$ cat config.mk
export PLATFORM = sky130hd
export DESIGN_NAME = mclk_ratio_detect
export DESIGN_NICKNAME = d
export VERILOG_FILES = /design/src/rtl/mclk_ratio_pkg.sv /design/src/rtl/edge_sync.sv /design/src/rtl/stop_watch.sv /design/src/rtl/ratio_meter.sv /design/src/rtl/mclk_ratio_detect.sv
export SDC_FILE = /design/constraint.sdc
export NUM_CORES = 1
export LEC_CHECK = 0
export ABC_CLOCK_PERIOD_IN_PS = 3700
export BUFFER_PORTS_ARGS = -buffer_cell sky130_fd_sc_hd__clkbuf_2
export CORE_UTILIZATION = 40
export CTS_BUF_LIST = sky130_fd_sc_hd__clkbuf_2
export CTS_CLUSTER_DIAMETER = 200
export DETAILED_ROUTE_END_ITERATION = 6
export GPL_TIMING_DRIVEN = 0
export PLACE_DENSITY = 0.65
export SYNTH_ARGS = -nofsm -noshare
export SYNTH_HDL_FRONTEND = slang
export SYNTH_SLANG_ARGS = --single-unit
$ cat constraint.sdc
create_clock -name clk_i -period 3.7 [get_ports clk_i]
set_input_delay 0.74 -clock clk_i [delete_from_list [all_inputs] [get_ports clk_i]]
set_output_delay 0.74 -clock clk_i [all_outputs]
set_load 0.01 [all_outputs]
$ cat src/rtl/mclk_ratio_pkg.sv
package mclk_ratio_pkg;

  typedef enum logic [2:0] {
    RC_NONE = 3'd0,
    RC_128  = 3'd1,
    RC_192  = 3'd2,
    RC_256  = 3'd3,
    RC_384  = 3'd4,
    RC_512  = 3'd5,
    RC_768  = 3'd6,
    RC_1152 = 3'd7
  } ratio_code_e;

  typedef enum logic [1:0] {
    SPD_NORMAL = 2'd0,
    SPD_DOUBLE = 2'd1,
    SPD_QUAD   = 2'd2
  } speed_e;

  localparam int unsigned MAX_NOMINAL = 1152;

  function automatic int unsigned nominal_ratio(ratio_code_e c);
    case (c)
      RC_128:  return 128;
      RC_192:  return 192;
      RC_256:  return 256;
      RC_384:  return 384;
      RC_512:  return 512;
      RC_768:  return 768;
      RC_1152: return 1152;
      default: return 0;
    endcase
  endfunction

  // Nearest nominal ratio within +/- tol, or RC_NONE.
  function automatic ratio_code_e classify(int unsigned cnt, int unsigned tol);
    ratio_code_e res;
    res = RC_NONE;
    for (int i = 1; i < 8; i++) begin
      if ((cnt + tol >= nominal_ratio(ratio_code_e'(3'(i)))) &&
          (cnt <= nominal_ratio(ratio_code_e'(3'(i))) + tol))
        res = ratio_code_e'(3'(i));
    end
    return res;
  endfunction

  function automatic speed_e speed_of(ratio_code_e c);
    case (c)
      RC_128, RC_192: return SPD_QUAD;
      RC_256, RC_384: return SPD_DOUBLE;
      default:        return SPD_NORMAL;
    endcase
  endfunction

endpackage

$ cat src/rtl/edge_sync.sv
module edge_sync #(
  parameter int W = 3
) (
  input  logic         clk_i,
  input  logic         rst_n_i,
  input  logic [W-1:0] din_i,
  output logic [W-1:0] lvl_o,
  output logic [W-1:0] prev_o
);
  logic [W-1:0] meta_q, lvl_q, prev_q;

  always_ff @(posedge clk_i or negedge rst_n_i) begin
    if (!rst_n_i) begin
      meta_q <= '0;
      lvl_q  <= '0;
      prev_q <= '0;
    end else begin
      meta_q <= din_i;
      lvl_q  <= meta_q;
      prev_q <= lvl_q;
    end
  end

  assign lvl_o  = lvl_q;
  assign prev_o = prev_q;
endmodule

$ cat src/rtl/stop_watch.sv
module stop_watch #(
  parameter int unsigned LIMIT = 2048
) (
  input  logic clk_i,
  input  logic rst_n_i,
  input  logic tick_i,
  input  logic clr_i,
  output logic dead_o
);
  localparam int CW = $clog2(LIMIT + 1);

  logic [CW-1:0] cnt_q, cnt_d;

  always_comb begin
    cnt_d = cnt_q;
    if (clr_i)
      cnt_d = '0;
    else if (tick_i && (cnt_q != CW'(LIMIT)))
      cnt_d = cnt_q + 1'b1;
  end

  always_ff @(posedge clk_i or negedge rst_n_i) begin
    if (!rst_n_i) cnt_q <= '0;
    else          cnt_q <= cnt_d;
  end

  assign dead_o = (cnt_q == CW'(LIMIT));

  // A stop verdict stays until the watched clock moves (also covers R9).
  assert_dead_sticky_R8: assert property (@(posedge clk_i) disable iff (!rst_n_i)
    (dead_o && !clr_i) |=> dead_o);
endmodule

$ cat src/rtl/ratio_meter.sv
module ratio_meter
  import mclk_ratio_pkg::*;
#(
  parameter int CNT_W = 12,
  parameter int unsigned TOL = 2
) (
  input  logic        clk_i,
  input  logic        rst_n_i,
  input  logic        mclk_rise_i,
  input  logic        lrck_rise_i,
  input  logic        kill_i,
  output ratio_code_e accepted_o
);
  logic [CNT_W-1:0] cnt_q, cnt_d;
  logic             started_q, started_d;
  ratio_code_e      prev_q, prev_d, acc_q, acc_d, meas;

  always_comb begin
    cnt_d     = cnt_q;
    started_d = started_q;
    prev_d    = prev_q;
    acc_d     = acc_q;
    meas      = classify(32'(cnt_q), TOL);
    if (kill_i) begin
      cnt_d     = '0;
      started_d = 1'b0;
      prev_d    = RC_NONE;
      acc_d     = RC_NONE;
    end else if (lrck_rise_i) begin
      started_d = 1'b1;
      cnt_d     = CNT_W'(mclk_rise_i);
      if (started_q) begin
        prev_d = meas;
        if (meas == prev_q) acc_d = meas;
      end
    end else if (mclk_rise_i && (cnt_q != '1)) begin
      cnt_d = cnt_q + 1'b1;
    end
  end

  always_ff @(posedge clk_i or negedge rst_n_i) begin
    if (!rst_n_i) begin
      cnt_q     <= '0;
      started_q <= 1'b0;
      prev_q    <= RC_NONE;
      acc_q     <= RC_NONE;
    end else begin
      cnt_q     <= cnt_d;
      started_q <= started_d;
      prev_q    <= prev_d;
      acc_q     <= acc_d;
    end
  end

  assign accepted_o = acc_q;

  // A newly accepted ratio must equal the one measured on the frame before.
  assert_two_frame_accept_R7: assert property (@(posedge clk_i) disable iff (!rst_n_i)
    ((acc_q != $past(acc_q)) && (acc_q != RC_NONE)) |-> ($past(prev_q) == acc_q));
endmodule

$ cat src/rtl/mclk_ratio_detect.sv
module mclk_ratio_detect
  import mclk_ratio_pkg::*;
#(
  parameter int unsigned TOL          = 2,
  parameter int unsigned EDGE_LIMIT   = 2048,
  parameter int unsigned MCLK_TIMEOUT = 64
) (
  input  logic       clk_i,
  input  logic       rst_n_i,
  input  logic       mclk_i,
  input  logic       lrck_i,
  input  logic       bclk_i,
  input  logic       auto_sel_i,
  input  logic       deemph_req_i,
  output logic [2:0] ratio_code_o,
  output logic [1:0] speed_o,
  output logic       deemph_en_o,
  output logic       clocks_ok_o
);
  localparam int CNT_W = $clog2(MAX_NOMINAL + 2 * TOL + 1) + 1;
  localparam int NCLK  = 3;   // 0 master, 1 frame, 2 bit

  logic            rst_q1, rst_q2, rst_n;
  logic [NCLK-1:0] lvl, prev, any_edge;
  logic            mclk_rise, lrck_rise, mclk_dead, any_dead, locked;
  logic [1:0]      aux_dead;
  ratio_code_e     acc;
  speed_e          spd;

  // Reset: asserted asynchronously, released on the clock.
  always_ff @(posedge clk_i or negedge rst_n_i) begin
    if (!rst_n_i) begin
      rst_q1 <= 1'b0;
      rst_q2 <= 1'b0;
    end else begin
      rst_q1 <= 1'b1;
      rst_q2 <= rst_q1;
    end
  end
  assign rst_n = rst_q2;

  edge_sync #(.W(NCLK)) sync_i (
    .clk_i(clk_i), .rst_n_i(rst_n),
    .din_i({bclk_i, lrck_i, mclk_i}),
    .lvl_o(lvl), .prev_o(prev)
  );

  assign any_edge  = lvl ^ prev;
  assign mclk_rise = lvl[0] & ~prev[0];
  assign lrck_rise = lvl[1] & ~prev[1];

  stop_watch #(.LIMIT(MCLK_TIMEOUT)) mclk_wd_i (
    .clk_i(clk_i), .rst_n_i(rst_n),
    .tick_i(1'b1), .clr_i(any_edge[0]), .dead_o(mclk_dead)
  );

  for (genvar g = 0; g < 2; g++) begin : g_aux_wd
    stop_watch #(.LIMIT(EDGE_LIMIT)) wd_i (
      .clk_i(clk_i), .rst_n_i(rst_n),
      .tick_i(mclk_rise), .clr_i(any_edge[g+1]), .dead_o(aux_dead[g])
    );
  end

  assign any_dead = mclk_dead | (|aux_dead);

  ratio_meter #(.CNT_W(CNT_W), .TOL(TOL)) meter_i (
    .clk_i(clk_i), .rst_n_i(rst_n),
    .mclk_rise_i(mclk_rise), .lrck_rise_i(lrck_rise),
    .kill_i(any_dead), .accepted_o(acc)
  );

  always_comb begin
    locked = (acc != RC_NONE) && (auto_sel_i || (speed_of(acc) != SPD_QUAD));
    spd    = SPD_NORMAL;
    if (locked && !any_dead && auto_sel_i) spd = speed_of(acc);
  end

  assign clocks_ok_o  = locked & ~any_dead;
  assign ratio_code_o = clocks_ok_o ? acc : RC_NONE;
  assign speed_o      = spd;
  assign deemph_en_o  = clocks_ok_o && (spd == SPD_NORMAL) && deemph_req_i;

  assert_manual_normal_R4: assert property (@(posedge clk_i) disable iff (!rst_n)
    !auto_sel_i |-> (speed_o == SPD_NORMAL));

  assert_manual_rejects_quad_R4: assert property (@(posedge clk_i) disable iff (!rst_n)
    (!auto_sel_i && ((acc == RC_128) || (acc == RC_192))) |-> !clocks_ok_o);

  assert_fast_no_deemph_R5: assert property (@(posedge clk_i) disable iff (!rst_n)
    (speed_o != SPD_NORMAL) |-> !deemph_en_o);

  assert_stop_drops_lock_R8: assert property (@(posedge clk_i) disable iff (!rst_n)
    any_dead |=> (acc == RC_NONE));
endmodule

==> results of run 1 <==
## through the flow
stage,worst slack (ns),hold slack (ns)
final,0.477,0.249
after global routing,0.105,0.283
after CTS,0.404,0.284
after detailed placement,0.502,0.295
after global placement,0.497,0.332
after floorplan,0.826,0.331
## registers in the layout, indices dropped and copies added (netlist names)
register             count
g_aux_wd.wd_i.cnt_q     24
mclk_wd_i.cnt_q          7
meter_i.accepted_o       3
meter_i.cnt_q           12
meter_i.prev_q           3
meter_i.started_q        1
rst_n                    1
rst_q1                   1
sync_i.lvl_o             3
sync_i.meta_q            3
sync_i.prev_o            3
## cells in the final DEF, fill, tap and decap left out, drive strengths merged, types with 3 or more instances in the layout
cell type,Yosys,routed
nor2b,5,5
nand2,30,30
nor2,46,46
and3,9,9
a31oi,5,5
nor4b,5,5
and2,21,21
nand4,6,6
o31ai,4,4
a311oi,3,3
nand3,22,22
ha,12,12
xor2,16,16
mux2,3,3
buf,8,9
o21ai,11,11
clkbuf,10,32
or4,3,3
or3,6,6
xnor2,25,25
nor4,3,3
mux2i,5,5
nor3,13,13
inv,17,17
a21oi,14,14
dfrtp,61,61
clkinv,0,4
## cells by family after synthesis
| kind of cell | Yosys count | synth area share |
|---|---|---|
| compound gates | 56 | 0.109 |
| flops | 61 | 0.427 |
| simple gates | 174 | 0.253 |
| other cells | 1 | 0.00105 |
| buf+inv | 35 | 0.0448 |
| fa+ha+maj | 12 | 0.0420 |
| mux | 8 | 0.0234 |
| xor+xnor | 41 | 0.100 |
## metal layers
metal,vias to the layer above,share of wire,GRT usage,wire length (um)
li1,1394,-,-,-
met1,1297,0.51,0.229,3460
met2,49,0.44,0.239,2960
met3,17,0.027,0.0243,181
met4,0,0.027,0.0797,182
met5,-,0,0,0
## area by class of cell
type / instances / share of cell area
Clock inverter: 7 / 0.0228
Timing Repair Buffer: 15 / 0.0241
Tap cell: 108 / 0.0343
Clock buffer: 9 / 0.0114
Sequential cell: 61 / 0.387
Inverter: 17 / 0.0162
Multi-Input combinational cell: 292 / 0.480
Buffer: 18 / 0.0244
## repair_timing
| action | in CTS | in global routing |
|---|---|---|
| setup buffers | 0 | 0 |
| resized for setup | 0 | 0 |
| hold buffers | 1 | 0 |
| endpoints found under the hold margin | 2 | 0 |
## worst max-delay path by stage
stage	startpoint	to	slack, ns
floorplan	meter_i.cnt_q[1]	meter_i.accepted_o[2]	0.83
global placement	meter_i.cnt_q[1]	meter_i.accepted_o[2]	0.50
detailed placement	meter_i.cnt_q[1]	meter_i.accepted_o[2]	0.50
CTS	g_aux_wd[1].wd_i.cnt_q[0]	ratio_code_o[1]	0.40
global route	g_aux_wd[0].wd_i.cnt_q[0]	ratio_code_o[1]	0.10
finish	g_aux_wd[0].wd_i.cnt_q[0]	ratio_code_o[1]	0.48
## synthesized netlist by cell type (3+ instances only)
| cell | instances | area [um2] |
|---|---|---|
| and3_1 | 9 | 56.3 |
| nand4_1 | 5 | 31.3 |
| ha_1 | 12 | 150 |
| inv_1 | 17 | 63.8 |
| o31ai_1 | 4 | 30.0 |
| and2_1 | 21 | 131 |
| a311oi_1 | 3 | 26.3 |
| o21ai_0 | 11 | 55.1 |
| nor3_1 | 12 | 60.1 |
| or3_1 | 6 | 37.5 |
| buf_4 | 3 | 22.5 |
| xnor2_1 | 25 | 219 |
| nor2_1 | 46 | 173 |
| nor4_1 | 3 | 18.8 |
| nor4b_1 | 5 | 43.8 |
| xor2_1 | 16 | 140 |
| nand3_1 | 22 | 110 |
| clkbuf_1 | 10 | 37.5 |
| nand2_1 | 30 | 113 |
| dfrtp_1 | 61 | 1530 |
| nor2b_1 | 5 | 31.3 |
| a21oi_1 | 13 | 65.1 |
| mux2i_1 | 5 | 50.1 |
| a31oi_1 | 5 | 31.3 |
## critical path: stages (launching register included)
cell and delay (ns):
dfrtp_1 0.42, inv_1 0.11, ha_1 0.16, nor4b_1 0.23
nand3_1 0.15, nand3_1 0.16, clkbuf_1 0.36, nor2_1 0.13
and2_1 0.17, clkbuf_2 0.12
## power breakdown
part	internal [mW]	switching (mW)	leakage [nW]
Sequential	0.692	0.0328	0.807
Clock	0.220	0.252	0.0793
Combinational	0.0545	0.0761	0.828
Total	0.967	0.361	1.71
==> impl_metrics.yaml, run 1 <==
sta:
  final_max_slew_viol_count: 0
  skew_ns: 0.0304
  final.setup.tns_ns: 0
  rsz0062_at_grt: "no"
  period_minus_slack_ns: 3.22
  fmax_mhz: 310
  hold_viol: 0
  setup_viol: 0
  relSlewSlack: 0.544
  fin_crit_sh: 0.871
  worst_slew_pin_slew_ns: 0.679
synth:
  synth_seq_cells: 61
  syn-cell-area_mm2: 0.00358
  async_reset_ff_frac: 1.00
  syn_nets: 407
  synth_edf_count: 0
  ys_types: 53
  netlist_instances: 388
  ys.flop_type: "dfrtp_1"
  yosysWarnings: 0
  ys_seq_area_frac: 0.427
  avgSynthCellArea_um2: 9.22
placed_design:
  place_hpwl_um: 4970
  gp_congestion: 0.874
  dp.cells: 510
  port_buffers: 13
  dpl-instance-area_mm2: 0.00380
finish:
  multi_input_area_mm2: 0.00189
  fillers: 879
  area_growth_pct: 10.2
  nets: 433
  ff_latch_area_mm2: 0.00153
  layout-drive-gt1-share: 0.117
  antenna_cells: 0
  fin_cells: 527
  fin_area_mm2: 0.00395
  post-route-util: 0.455
worst_setup_path:
  cp-end-kind: "primary output"
  crit_type: "flip-flop to primary output"
  cp_max_fo: 10
  r2r_slack_ns: 0.49
  worst-r2r-cell-count: 10
  critical_path_arrival_ns: 2.48
  r2r-end: "meter_i.accepted_o[2]"
  cp_data_required_time_ns: 2.96
  crit_path_start_kind: "flip-flop"
  reg2reg_from: "meter_i.cnt_q[1]"
die:
  initial_utilization: 0.412
  num_io_pins: 14
  rows: 34
  fp.coreArea_mm2: 0.00868
  die_area_mm2: 0.00933
  fp.dieW_um: 96.6
  die-height_um: 96.6
routing:
  routed_wl_um: 6780
  wl_per_cell_um: 12.9
  drt_iter0_markers: 179
  postRouteAntennaNets: 0
  first_pass_iters: 6
  vias: 2757
  drcViolationCount: 1
  vias_per_cell: 5.23
power:
  p_leak_nw: 1.71
  ir_worst_vdd_v: 0.000229
  cellPowerDensity_mw_per_mm2: 337
  power_mw: 1.33
cts:
  clkLatencyLatePin_ns: 0.49
  cts_max_level: 3
  cts_buffers: 9
  clkSinkCount: 61
  root_buffer: "clkbuf_2"
  path_clk_slew_ns: 0.18
  cts_tree: "yes"
  cts_buffer_depth: 2
global_routing:
  grt_pass1_vias: 2476
  grt_pass1_wl_um: 11600
  overflow: 0
  antenna_found_initial: 0
  grt_max_degree: 36
  grtUsageTotal: 0.161
hold_path:
  hold_path_class: "flip-flop to async pin"
flow_run:
  maxCapViolations: 0
status:
  violations: "design-rule violations"
  outcome: "finished with violations"
Power figures use the tool's default switching activity.
==> run 2: changes to the inputs <==
--- a/config.mk
+++ b/config.mk
@@ -5,6 +5,7 @@
 export SDC_FILE = /design/constraint.sdc
 export NUM_CORES = 1
 export LEC_CHECK = 0
+export ABC_AREA = 1
 export ABC_CLOCK_PERIOD_IN_PS = 3700
 export BUFFER_PORTS_ARGS = -buffer_cell sky130_fd_sc_hd__clkbuf_2
 export CORE_UTILIZATION = 40
@@ -13,6 +14,7 @@
 export DETAILED_ROUTE_END_ITERATION = 6
 export GPL_TIMING_DRIVEN = 0
 export PLACE_DENSITY = 0.65
+export SLEW_MARGIN = 5
 export SYNTH_ARGS = -nofsm -noshare
 export SYNTH_HDL_FRONTEND = slang
 export SYNTH_SLANG_ARGS = --single-unit
==> impl_metrics.yaml, run 2 <==
worst_setup_path:
  r2r-end: "meter_i.cnt_q[8]"
  crit_top_cell: "nand3_1"
  reg2reg_from: "mclk_wd_i.cnt_q[5]"
  crit_type: "flip-flop to primary output"
  critical_path.max_stage_delay_ns: 0.40
  cp-end-kind: "primary output"
  cp_max_fo: 10
  cp_data_required_time_ns: 2.96
  cp_slowest_cell: "dfrtp_1"
  crit_path_start_kind: "flip-flop"
  cp_cell_sequence: "inv_1, ha_1, nand3_1, nand3_1, inv_2, o21ai_0, nor4_1, nor2_1, clkbuf_2"
  critical_path_arrival_ns: 2.60
  r2r_slack_ns: 1.16
  worst-r2r-cell-count: 10
global_routing:
  grtUsageTotal: 0.170
  overflow: 0
  antenna_found_initial: 0
  grt_pass1_wl_um: 13300
  grt_max_degree: 34
  grt_pass1_vias: 3075
power:
  p_int_uw: 955
  ir_worst_vdd_v: 0.000236
  power_mw: 1.31
  p_switching_uw: 353
  pwr-share-comb: 0.094
  power_frac_seq: 0.544
  cellPowerDensity_mw_per_mm2: 320
  power_frac_clock: 0.362
  p_leak_nw: 2.00
  switching_share: 0.270
placed_design:
  dpl-instance-area_mm2: 0.00394
  place_hpwl_um: 5700
  gp_congestion: 0.861
  port_buffers: 13
finish:
  largest_register_ffs: 24
  nets: 540
  reg_top3: "g_aux_wd.wd_i.cnt_q (24), meter_i.cnt_q (12), mclk_wd_i.cnt_q (7)"
  layout-drive-gt1-share: 0.141
  layout_common_cells: "nand2_1, inv_1, dfrtp_1"
  fin_area_mm2: 0.00409
  regMostFlops: "g_aux_wd.wd_i.cnt_q"
  final_common_cell: "nand2_1"
  area_growth_pct: 9.89
  post-route-util: 0.462
  antenna_cells: 0
  fillers: 908
synth:
  synth_fa_ha_area_frac: 0.0404
  synthTopCellsByArea: "dfrtp_1, nand2_1, inv_1"
  ys_types: 39
  synth_compound_area_frac: 0.114
  yosys.area.top_type: "dfrtp_1"
  syn-cell-area_mm2: 0.00372
  netlist_instances: 495
  synth_top_family_by_area: "simple AND/OR/NAND/NOR gates"
  synth_xor_area_frac: 0.00942
  yosysMostFrequentCell: "nand2_1"
  ys.flop_type: "dfrtp_1"
  ys_seq_area_frac: 0.410
  synthTopCellsByCount: "nand2_1, inv_1, dfrtp_1"
  yosysWarnings: 0
  async_reset_ff_frac: 1.00
  synth_top_area_frac: 0.410
  syn_nets: 514
  synthMuxAreaShare: 0
  synth_seq_cells: 61
  synth_edf_count: 0
  yosys.area_share.simple: 0.335
  avgSynthCellArea_um2: 7.51
sta:
  setup_viol: 0
  period_minus_slack_ns: 3.34
  fmax_mhz: 299
  hold_viol: 0
  relSlewSlack: 0.512
  worst_slew_pin_slew_ns: 0.732
  rsz0062_at_grt: "no"
  fin_crit_sh: 0.904
  final_max_slew_viol_count: 0
  final.setup.tns_ns: 0
  hold_slack_ns: 0.341
  skew_ns: 0.0157
cts:
  cts_setup_buffers: 0
  cts_tree: "yes"
  root_buffer: "clkbuf_2"
  cts_buffers: 9
  clkLatencyLatePin_ns: 0.46
  cts_max_level: 3
  path_clk_slew_ns: 0.18
  clkSinkCount: 61
  cts_buffer_depth: 2
routing:
  drcViolationCount: 2
  vias_per_cell: 5.04
  drt_iter0_markers: 99
  vias: 3198
  first_pass_iters: 6
  routed_wl_um: 7350
  wl_per_cell_um: 11.6
  postRouteAntennaNets: 0
die:
  num_io_pins: 14
  initial_utilization: 0.420
  die_area_mm2: 0.00969
  die-height_um: 98.4
  fp.coreArea_mm2: 0.00885
  fp.dieW_um: 98.4
  rows: 34
hold_path:
  hold_path_class: "flip-flop to async pin"
status:
  outcome: "finished with violations"
  violations: "design-rule violations"
flow_run:
  maxCapViolations: 0
-- run 2: worst max path at each step --
stage                        from     endpoint  slack (ns)  cells past startpoint
2_1_floorplan  mclk_wd_i.cnt_q[0]  deemph_en_o        1.07                      8
3_3_place_gp   mclk_wd_i.cnt_q[0]  deemph_en_o        0.85                      9
3_5_place_dp   mclk_wd_i.cnt_q[0]  deemph_en_o        0.82                      9
4_1_cts        mclk_wd_i.cnt_q[5]  deemph_en_o        0.26                      8
5_1_grt        mclk_wd_i.cnt_q[0]  deemph_en_o      0.0009                      9
6_report       mclk_wd_i.cnt_q[0]  deemph_en_o        0.36                      9
-- run 2: kinds of logic (layout without fill, tap and decap cells) --
| group | after synthesis | in the layout |
|---|---|---|
| other | 1 | 1 |
| adders and majority gates | 12 | 12 |
| and+or+nand+nor | 257 | 257 |
| buffers and inverters | 86 | 117 |
| AOI/OAI and AO/OA | 74 | 74 |
| DFF | 61 | 61 |
| xor gates and xnor gates | 4 | 4 |
-- run 2: what timing repair did --
| item | in CTS | in global routing |
|---|---|---|
| resized for setup | 0 | 0 |
| hold endpoints to repair | 2 | 0 |
| hold buffers | 1 | 0 |
-- run 2: final cells by class --
| type | instances | area, um2 | share of cell area |
|---|---|---|---|
| Buffer | 6 | 32.5 | 0.00796 |
| Sequential cell | 61 | 1530 | 0.374 |
| Clock buffer | 10 | 50.0 | 0.0122 |
| Inverter | 80 | 300 | 0.0735 |
| Multi-Input combinational cell | 348 | 1860 | 0.455 |
| Clock inverter | 6 | 86.3 | 0.0211 |
| Timing Repair Buffer | 15 | 95.1 | 0.0233 |
| Tap cell | 108 | 135 | 0.0331 |
-- run 2: metrics by stage --
step | cells | setup WS (ns)
floorplan | 495 | 1.07
global placement | 616 | 0.846
detailed placement | 617 | 0.821
CTS | 634 | 0.258
global route | 634 | 0.000940
finish | 634 | 0.357
-- run 2: metal layers --
layer | up-vias | GRT usage | wire, um
li1 | 1674 | - | -
met4 | 0 | 0.0528 | 82
met5 | - | 0 | 0
met2 | 40 | 0.278 | 3410
met3 | 6 | 0.0404 | 228
met1 | 1478 | 0.225 | 3630
-- run 2: worst max-delay path: cells and delay by family, from the launching register on --
kind / cells / cell delay [ns]
AND/OR/NAND/NOR: 4 / 0.86
buffers and inverters: 3 / 0.46
flip-flops: 1 / 0.40
AO/OA/AOI/OAI: 1 / 0.23
adder cells (fa/ha/maj): 1 / 0.20
-- run 2: power by group through the flow --
stage          Clock, mW  Sequential, mW  Combinational (mW)
2_1_floorplan          0           0.722              0.0865
3_3_place_gp           0           0.730               0.110
3_5_place_dp           0           0.725               0.121
4_1_cts            0.497           0.713               0.123
5_1_grt            0.531           0.718               0.144
6_report           0.473           0.712               0.123
==> run 3: changes to the inputs <==
--- a/config.mk
+++ b/config.mk
@@ -6,7 +6,7 @@
 export NUM_CORES = 1
 export LEC_CHECK = 0
 export ABC_AREA = 1
-export ABC_CLOCK_PERIOD_IN_PS = 3700
+export ABC_CLOCK_PERIOD_IN_PS = 3500
 export BUFFER_PORTS_ARGS = -buffer_cell sky130_fd_sc_hd__clkbuf_2
 export CORE_UTILIZATION = 40
 export CTS_BUF_LIST = sky130_fd_sc_hd__clkbuf_2
==> constraint.sdc (replaced) <==
create_clock -name clk_i -period 3.5 [get_ports clk_i]
set_input_delay 0.7 -clock clk_i [delete_from_list [all_inputs] [get_ports clk_i]]
set_output_delay 0.7 -clock clk_i [all_outputs]
set_load 0.01 [all_outputs]
==> impl_metrics.yaml, run 3 (same netlist as run 2, synthesis figures left out) <==
status:
  outcome: "finished with violations"
  violations: "design-rule violations"
finish:
  layout_common_cells: "nand2_1, inv_1, dfrtp_1"
  largest_register_ffs: 24
  antenna_cells: 0
  final_common_cell: "nand2_1"
  regMostFlops: "g_aux_wd.wd_i.cnt_q"
  reg_top3: "g_aux_wd.wd_i.cnt_q (24), meter_i.cnt_q (12), mclk_wd_i.cnt_q (7)"
  layout-drive-gt1-share: 0.144
  area_growth_pct: 10.2
  fillers: 906
  post-route-util: 0.463
  fin_cells: 634
  nets: 540
die:
  initial_utilization: 0.420
  fp.coreArea_mm2: 0.00885
  rows: 34
  num_io_pins: 14
  fp.dieW_um: 98.4
  die_area_mm2: 0.00969
  die-height_um: 98.4
sta:
  layout_setup_ws_ns: 0.323
  rsz0062_at_grt: "no"
  fin_crit_sh: 0.908
  skew_ns: 0.0157
  period_minus_slack_ns: 3.18
  fmax_mhz: 315
  final.setup.tns_ns: 0
  worst_slew_pin_slew_ns: 0.732
  setup_viol: 0
  final_max_slew_viol_count: 0
  hold_viol: 0
  relSlewSlack: 0.512
routing:
  wl_per_cell_um: 11.6
  drt_iter0_markers: 114
  postRouteAntennaNets: 0
  drcViolationCount: 2
  first_pass_iters: 6
  vias: 3198
  routed_wl_um: 7360
  vias_per_cell: 5.04
hold_path:
  whs_path_depth: 1
  hold_path_class: "primary input to flip-flop"
cts:
  clkLatencyLatePin_ns: 0.46
  cts_setup_buffers: 0
  root_buffer: "clkbuf_2"
  cts_max_level: 3
  path_clk_slew_ns: 0.18
  cts_tree: "yes"
  clkSinkCount: 61
  cts_buffer_depth: 2
  cts_buffers: 9
power:
  switching_share: 0.270
  power_mw: 1.38
  p_switching_uw: 373
  p_int_mw: 1.01
  pwr-share-comb: 0.094
  ir_worst_vdd_v: 0.000249
  cellPowerDensity_mw_per_mm2: 337
  p_leak_nw: 2.01
  power_frac_clock: 0.361
  power_frac_seq: 0.544
worst_setup_path:
  crit_path_start_kind: "flip-flop"
  critical_path_arrival_ns: 2.48
  crit_type: "flip-flop to primary output"
  cp_data_required_time_ns: 2.80
  cp-end-kind: "primary output"
  cp_max_fo: 10
  worst-r2r-cell-count: 10
placed_design:
  gp_congestion: 0.861
  pre_cts_slack_ns: 0.661
  port_buffers: 13
  place_hpwl_um: 5700
  dp.cells: 617
global_routing:
  grt_pass1_vias: 3075
  antenna_found_initial: 0
  grt_pass1_wl_um: 13300
  grtUsageTotal: 0.170
  grt_max_degree: 34
  overflow: 0
flow_run:
  maxCapViolations: 0
[run 3: cell counts in the layout (fill, tap and decap cells not counted)]
No cell type changed its count.
[run 3: stage by stage]
step | hold slack [ns] | cell area, um2
6_report | 0.322 | 4100
5_1_grt | 0.237 | 4100
4_1_cts | 0.258 | 4090
3_5_place_dp | 0.336 | 3940
3_3_place_gp | 0.333 | 3920
2_1_floorplan | 0.331 | 3720
[run 3: layer usage]
layer / up-vias / track usage / wire length [um]
met1: 1475 / 0.225 / 3660
met3: 6 / 0.0404 / 210
li1: 1676 / - / -
met2: 41 / 0.278 / 3410
met5: - / 0 / 0
met4: 0 / 0.0528 / 82
[run 3: path summary, 6_finish.rpt]
| check | from | endpoint | slack, ns |
|---|---|---|---|
| worst max-delay path | mclk_wd_i.cnt_q[0] | deemph_en_o | 0.32 |
| worst min-delay path | mclk_i | sync_i.meta_q[0] | 0.32 |
| worst max register to register | mclk_wd_i.cnt_q[5] | meter_i.cnt_q[11] | 1.09 |
| worst min register to register | rst_n | mclk_wd_i.cnt_q[5] | 0.34 |
| max in group asynchronous | rst_n | meter_i.cnt_q[0] | 2.55 |
| min in group asynchronous | rst_n | mclk_wd_i.cnt_q[5] | 0.34 |
[run 3: power groups by stage]
stage               combinational (mW)  sequential [mW]  clock, mW
floorplan                       0.0914            0.763          0
global placement                 0.116            0.772          0
detailed placement               0.128            0.766          0
CTS                              0.130            0.754      0.525
global route                     0.153            0.759      0.561
finish                           0.130            0.753      0.500
[run 3: area by class of cell]
| class | instances | area, um2 | share of cell area |
|---|---|---|---|
| clock inverters | 6 | 86.3 | 0.0211 |
| multi-input cells | 348 | 1870 | 0.456 |
| plain buffers | 6 | 32.5 | 0.00794 |
| inverters | 80 | 300 | 0.0733 |
| well taps | 108 | 135 | 0.0330 |
| flip-flops and latches | 61 | 1530 | 0.373 |
| repair buffers | 15 | 95.1 | 0.0232 |
| clock buffers | 10 | 50.0 | 0.0122 |
[run 3: worst max-delay path, stage by stage, from the launching register on]
cell and delay [ns]:
dfrtp_1 0.40, inv_1 0.07, ha_1 0.20, nand3_1 0.22
nand3_2 0.22, inv_2 0.22, o21ai_0 0.25, nor4_2 0.25
nor2_1 0.08, clkbuf_2 0.13
[run 3: what timing repair did]
action                                 4_1_cts  5_1_grt
setup endpoints to repair                    0        2
resized for setup                            0        2
endpoints found under the hold margin        2        0
hold buffers                                 1        0
